### src/rtl/nd_pkg.sv
`timescale 1ns/1ps
package nd_pkg;
   typedef enum logic {
      DV_IDLE = 1'b0,
      DV_RUN  = 1'b1
   } dv_state_t;
endpackage

### src/rtl/sample_tracker.sv
`timescale 1ns/1ps
module sample_tracker #(
   parameter int DATA_W   = 8,
   parameter int CNT_W    = 8,
   parameter bit SATURATE = 1'b1
) (
   input  logic              clk,
   input  logic              rst,
   input  logic              acc_smp,
   input  logic              acc_last,
   input  logic [DATA_W-1:0] smp_dist,
   output logic [CNT_W-1:0]  n_hold,
   output logic [DATA_W-1:0] dist_hold
);
   localparam logic [CNT_W-1:0] CNT_MAX = {CNT_W{1'b1}};

   logic [CNT_W-1:0]  cnt;
   logic [CNT_W-1:0]  cnt_inc;
   logic [DATA_W-1:0] dist_live;

   generate
      if (SATURATE) begin : g_sat
         assign cnt_inc = (cnt == CNT_MAX) ? cnt : cnt + 1'b1;
      end else begin : g_wrap
         assign cnt_inc = cnt + 1'b1;
      end
   endgenerate

   always_ff @(posedge clk) begin
      if (rst) begin
         cnt       <= '0;
         dist_live <= '0;
         n_hold    <= '0;
         dist_hold <= '0;
      end else if (acc_last) begin
         cnt       <= '0;
         n_hold    <= acc_smp ? cnt_inc : cnt;
         dist_hold <= acc_smp ? smp_dist : dist_live;
         if (acc_smp) dist_live <= smp_dist;
      end else if (acc_smp) begin
         cnt       <= cnt_inc;
         dist_live <= smp_dist;
      end
   end

   AST_CNT_STEP: assert property (@(posedge clk) disable iff (rst)
      (acc_smp && !acc_last && cnt != CNT_MAX) |=> cnt == CNT_W'($past(cnt) + 1'b1));
   AST_CNT_CLEAR: assert property (@(posedge clk) disable iff (rst)
      acc_last |=> cnt == '0);
   AST_CNT_FROZEN: assert property (@(posedge clk) disable iff (rst)
      (!acc_smp && !acc_last) |=> $stable(cnt));
endmodule

### src/rtl/divisor_gen.sv
`timescale 1ns/1ps
module divisor_gen #(
   parameter int CNT_W = 8,
   localparam int DIV_W = 2 * CNT_W
) (
   input  logic [CNT_W-1:0] n_val,
   output logic [DIV_W-1:0] divisor
);
   logic [DIV_W-1:0] n_ext;
   logic [DIV_W-1:0] sq;

   always_comb begin
      n_ext   = DIV_W'(n_val);
      sq      = n_ext * n_ext;
      divisor = sq - DIV_W'(n_val[0]);
   end
endmodule

### src/rtl/seq_divider.sv
`timescale 1ns/1ps
module seq_divider import nd_pkg::*; #(
   parameter int DATA_W = 8,
   parameter int DIV_W  = 16
) (
   input  logic              clk,
   input  logic              rst,
   input  logic              start,
   input  logic [DATA_W-1:0] dividend,
   input  logic [DIV_W-1:0]  divisor,
   output logic              busy,
   output logic              done,
   output logic              err,
   output logic [DATA_W-1:0] quot,
   output logic [DIV_W-1:0]  rem
);
   localparam int SW = (DATA_W > 1) ? $clog2(DATA_W) : 1;
   localparam logic [SW-1:0] LAST_STEP = SW'(DATA_W - 1);

   dv_state_t         state;
   logic [DIV_W-1:0]  dvs;
   logic [DIV_W-1:0]  racc;
   logic [DATA_W-1:0] qsh;
   logic [SW-1:0]     step;

   logic [DIV_W:0]    shifted;
   logic              ge;
   logic [DIV_W-1:0]  rem_next;

   always_comb begin
      shifted  = {racc, qsh[DATA_W-1]};
      ge       = shifted >= {1'b0, dvs};
      rem_next = ge ? (shifted[DIV_W-1:0] - dvs) : shifted[DIV_W-1:0];
   end

   assign busy = (state == DV_RUN);

   always_ff @(posedge clk) begin
      if (rst) begin
         state <= DV_IDLE;
         dvs   <= '0;
         racc  <= '0;
         qsh   <= '0;
         step  <= '0;
         done  <= 1'b0;
         err   <= 1'b0;
         quot  <= '0;
         rem   <= '0;
      end else begin
         done <= 1'b0;
         case (state)
            DV_IDLE: if (start) begin
               if (divisor == '0) begin
                  done <= 1'b1;
                  err  <= 1'b1;
                  quot <= '0;
                  rem  <= '0;
               end else begin
                  state <= DV_RUN;
                  dvs   <= divisor;
                  racc  <= '0;
                  qsh   <= dividend;
                  step  <= '0;
               end
            end
            DV_RUN: begin
               racc <= rem_next;
               qsh  <= {qsh[DATA_W-2:0], ge};
               step <= step + 1'b1;
               if (step == LAST_STEP) begin
                  state <= DV_IDLE;
                  done  <= 1'b1;
                  err   <= 1'b0;
                  quot  <= {qsh[DATA_W-2:0], ge};
                  rem   <= rem_next;
               end
            end
            default: state <= DV_IDLE;
         endcase
      end
   end

   AST_DONE_PULSE: assert property (@(posedge clk) disable iff (rst)
      done |=> !done);
   AST_ZERO_ERR: assert property (@(posedge clk) disable iff (rst)
      (start && !busy && divisor == '0) |=> (done && err && quot == '0));
   AST_REM_BOUND: assert property (@(posedge clk) disable iff (rst)
      (done && !err) |-> rem < dvs);
endmodule

### src/rtl/norm_dist_div.sv
`timescale 1ns/1ps
module norm_dist_div #(
   parameter int DATA_W   = 8,
   parameter int CNT_W    = 8,
   parameter bit SATURATE = 1'b1,
   localparam int DIV_W   = 2 * CNT_W
) (
   input  logic              clk,
   input  logic              rst,
   input  logic              smp_valid,
   input  logic [DATA_W-1:0] smp_dist,
   input  logic              smp_last,
   output logic [DATA_W-1:0] res_quot,
   output logic [DIV_W-1:0]  res_rem,
   output logic              res_done,
   output logic              res_err
);
   initial begin
      assert (DATA_W >= 2) else $error("DATA_W must be at least 2");
      assert (CNT_W >= 1) else $error("CNT_W must be at least 1");
   end

   logic              prep;
   logic              busy;
   logic              div_busy;
   logic              acc_smp;
   logic              acc_last;
   logic [CNT_W-1:0]  n_hold;
   logic [DATA_W-1:0] dist_hold;
   logic [DIV_W-1:0]  divisor;

   assign busy     = prep | div_busy;
   assign acc_smp  = smp_valid & ~busy;
   assign acc_last = smp_last & ~busy;

   always_ff @(posedge clk) begin
      if (rst) prep <= 1'b0;
      else     prep <= acc_last;
   end

   sample_tracker #(.DATA_W(DATA_W), .CNT_W(CNT_W), .SATURATE(SATURATE)) i_track (
      .clk       (clk),
      .rst       (rst),
      .acc_smp   (acc_smp),
      .acc_last  (acc_last),
      .smp_dist  (smp_dist),
      .n_hold    (n_hold),
      .dist_hold (dist_hold)
   );

   divisor_gen #(.CNT_W(CNT_W)) i_dvgen (
      .n_val   (n_hold),
      .divisor (divisor)
   );

   seq_divider #(.DATA_W(DATA_W), .DIV_W(DIV_W)) i_div (
      .clk      (clk),
      .rst      (rst),
      .start    (prep),
      .dividend (dist_hold),
      .divisor  (divisor),
      .busy     (div_busy),
      .done     (res_done),
      .err      (res_err),
      .quot     (res_quot),
      .rem      (res_rem)
   );

   AST_HOLD_WHILE_BUSY: assert property (@(posedge clk) disable iff (rst)
      busy |=> ($stable(n_hold) && $stable(dist_hold)));
   AST_ERR_ON_ZERO: assert property (@(posedge clk) disable iff (rst)
      (prep && n_hold <= CNT_W'(1)) |=> (res_done && res_err));
endmodule

### config.mk
export PLATFORM = sky130hd
export DESIGN_NAME = norm_dist_div
export DESIGN_NICKNAME = d
export VERILOG_FILES = /design/src/rtl/nd_pkg.sv /design/src/rtl/sample_tracker.sv /design/src/rtl/divisor_gen.sv /design/src/rtl/seq_divider.sv /design/src/rtl/norm_dist_div.sv
export SDC_FILE = /design/constraint.sdc
export NUM_CORES = 1
export LEC_CHECK = 0
export ABC_AREA = 1
export BUFFER_PORTS_ARGS = -buffer_cell sky130_fd_sc_hd__buf_2
export CAP_MARGIN = 40
export CORE_UTILIZATION = 40
export DETAILED_ROUTE_END_ITERATION = 16
export RECOVER_POWER = 25
export SLEW_MARGIN = 20
export SYNTH_ARGS = -nofsm -noshare
export SYNTH_HDL_FRONTEND = slang
export SYNTH_SLANG_ARGS = --single-unit
export TNS_END_PERCENT = 10
### constraint.sdc
create_clock -name clk -period 8.55 [get_ports clk]
set_input_delay 0.4275 -clock clk [delete_from_list [all_inputs] [get_ports clk]]
set_output_delay 0.4275 -clock clk [all_outputs]
set_load 0.02 [all_outputs]
==> metrics.md <==
| Metric | Value |
|---|---|
| Status | completed |
| First-pass DRT Iterations | 5 |
| Crit path required time | 8790 ps |
| Clk slew on worst S/H paths | 70 ps |
| Final setup vio count | 0 |
| DRT iter0 DRCs | 256 |
| Post-Route WL | 16.3 mm |
| CTS Hold Bufs | 0 |
| Pleak | 3.88 nW |
| Total power | 2.27 mW |
| R2R Setup Slk | 3490 ps |
| Maximum clock rate | 0.198 GHz |
| CTS tree | yes |
| Max Cap Viol | 0 |
| Design Area, Final | 7860 sq um |
| Worst Setup SP | i_track.n_hold[0]$_SDFFE_PP0P_ |
| Worst-Skew Late Latency | 350 ps |
| Syn avg cell area | 7.19 sq um |
| Area share of the largest cell type after synthesis | 27.9% |
| Cells after synthesis | 1010 |
| Reg2reg start | i_track.n_hold[0]$_SDFFE_PP0P_ |
| Synth Flop Type | dfxtp_1 |
| Clk sinks | 101 |
| Nets | 1116 |
| Netlist cell types | 44 |
| Multi-input logic area | 4360 sq um |
| DRC Markers | 0 |
| DR WL/cell | 13.0 um |
| Die Footprint | 18700 sq um |
| Initial antenna violation count | 0 |
| Port-buffer cells | 37 |
| Most used routing layer | met2 |
| FF+latch area | 2020 sq um |
| Register area share after synthesis | 27.9% |
| Post-synth EDFFs | 0 |
| Setup Skew | 14.5 ps |
| CP endpoint kind | flop |
| Ys Warns | 0 |
| Initial Util | 41.4% |
| Top cells by area, synth | dfxtp_1 (28%), nand2_1 (12%), inv_1 (9.1%) |
| Final Cycle Share | 59.2% |
| # diodes | 0 |
| Pin count of the biggest net entering global routing | 60 |
| Min Tclk post-route | 5060 ps |
| Worst vdd ir | 0.407 mV |
| Mapped Area | 7260 sq um |
| Crit-path max FO | 27 |
| Worst Setup Start Kind | flop |
| RSZ-0062 raised after global routing | no |
| Core footprint | 17500 sq um |
| Area Growth Syn to Fin | 8.34% |
| HP Class | input port to flop |
| Mapped Nets | 1103 |
| Die Wd | 137 um |
| Met3 usage | 2.93% |
| Critical Path End | i_div.rem[4]$_SDFFE_PP0P_ |
| Htree depth | 3 |
| Via count | 6035 |
| Met2 GRT Util | 31.0% |
| WS Path Type | flop to flop |
| Register bit total from synthesis | 101 |
| Placed inst area | 7560 sq um |
| Met1 Track Usage GR | 24.7% |
| Slew Limit Fails | 0 |
| Biggest area consumer among synthesized cells | dfxtp_1 |
| Reg2reg path depth | 21 |
| Clock Tree Root | clkbuf_16 |
| Post-CTS Setup Inserts | 0 |
| Worst path arrival time | 5300 ps |
| GRT Total Usage | 18.5% |
| Share of post-route cells with drive strength above 1 | 8.56% |
| Max_slew headroom | 48.3% |
| TNS Setup | 0 ps |
| PD cells | 289 nW/um^2 |
| Async SR Flop Fraction | 0% |
| Routed Antenna Nets | 0 |
| Resize count post-CTS | 0 |
| Gr ovfl total | 0 |
| Critical R2R Capture | i_div.rem[4]$_SDFFE_PP0P_ |
| I/O Pins | 38 |
| Worst Max-Slew Pin Slew | 775 ps |
| Row Count | 48 |
| Die Ht | 137 um |
| CTS Buffer Depth | 2 |
| GP Congestion | 0.879 |
| Num CTS Buffers | 9 |
| Fillcell total | 1853 |
| Post-detail-place hpwl | 12.4 mm |
| Final hold violations | 0 |
| Global-route wire length before repair | 27.4 mm |
| Via/cell ratio | 4.82 |
| Vias in the first global route | 5641 |
[worst max-delay path, cell delays in order, from the launching register on]
cell and delay [ps]:
dfxtp_1 580, nand2_1 180, fa_1 560, inv_1 50, fa_1 470, fa_1 490, inv_1 60, fa_1 520
inv_1 40, ha_1 340, nand2_1 120, nor2_1 180, nand2_1 90, nand4_1 80, nand2_1 80, nor2_1 160
nand2_2 90, nor2_4 160, nand3b_4 290, nand2_1 200, and2_1 140, nor2_1 40
[flip-flops by register name, summed over array words and instances, names as in the netlist]
signal,cells
i_div.busy,1
i_div.done,1
i_div.dvs,14
i_div.err,1
i_div.qsh,8
i_div.quot,8
i_div.racc,16
i_div.rem,16
i_div.step,3
i_track.cnt,8
i_track.dist_hold,8
i_track.dist_live,8
i_track.n_hold,8
prep,1
[report_power, final]
part | total (mW) | internal (mW) | switching (mW)
Sequential | 0.572 | 0.522 | 0.0496
Combinational | 1.23 | 0.417 | 0.812
Clock | 0.471 | 0.271 | 0.200
Total | 2.27 | 1.21 | 1.06
[worst min path at each step]
stage,start,to,slack (ps),cells after the start
after floorplan,i_div.racc[15]$_SDFFE_PP0P_,i_div.racc[15]$_SDFFE_PP0P_,450,2
after global placement,i_div.err$_SDFFE_PP0P_,i_div.err$_SDFFE_PP0P_,440,2
after detailed placement,i_div.err$_SDFFE_PP0P_,i_div.err$_SDFFE_PP0P_,450,2
after CTS,smp_dist[3],i_track.dist_live[3]$_SDFF_PP0_,330,3
after global routing,smp_dist[5],i_track.dist_live[5]$_SDFF_PP0_,360,3
final,smp_dist[3],i_track.dist_live[3]$_SDFF_PP0_,330,3
[per-layer routing]
| layer | vias up | routed length [um] |
|---|---|---|
| met1 | 2724 | 8120 |
| met4 | 0 | 248 |
| met5 | - | 0 |
| li1 | 3213 | - |
| met3 | 21 | 395 |
| met2 | 77 | 7580 |
[cell families after synthesis]
group / synth area share (%)
xor+xnor: 2.40
compound gates: 10.4
fa+ha+maj: 17.2
buf+inv: 12.1
simple gates: 28.8
mux: 1.24
flops: 27.9
[placed cells by master (no fill, tap or decap), drive strengths merged, types with 5 or more instances in the layout]
cell type  count
o21ai         29
and2           5
o22ai         13
clkbuf        37
fa            31
inv          180
xor2           9
nand2        227
or2            6
nor2          89
dfxtp        101
buf           14
xnor2         10
mux2i          9
a21oi         74
nand3        108
ha            50
nand4         12
[final cells by class]
type                    instances  area share [%]
inverters                     180            8.59
repair buffers                 41            2.37
clock buffers                  10            3.04
well taps                     225            3.58
multi-input cells             690            55.4
flip-flops and latches        101            25.7
clock inverters                 6            1.27
[stage by stage]
| stage | std cells | setup slack [ps] | hold WS [ps] | utilization, % |
|---|---|---|---|---|
| after floorplan | 1010 | 4030 | 451 | - |
| after global placement | 1236 | 3490 | 439 | 43.0 |
| after detailed placement | 1237 | 3530 | 445 | 43.1 |
| after CTS | 1253 | 3490 | 326 | 45.0 |
| after global routing | 1253 | 3110 | 362 | 44.8 |
| final | 1253 | 3490 | 333 | 44.8 |
[synth_stat cells, types with 3 or more instances]
cell type / count
clkbuf_1: 25
nand3b_1: 3
o21bai_1: 4
mux2i_1: 9
and2_1: 5
nand3_1: 87
a21oi_2: 20
dfxtp_1: 101
nand2_1: 223
xnor2_1: 9
nand4_1: 12
inv_1: 176
o211ai_1: 4
fa_1: 31
nor2_1: 85
buf_2: 7
nand3_2: 20
o21ai_0: 29
clkinv_1: 3
ha_1: 50
xor2_1: 9
or2_2: 6
o22ai_1: 13
a21oi_1: 54
Note: power is estimated with default switching activity, not from simulation.
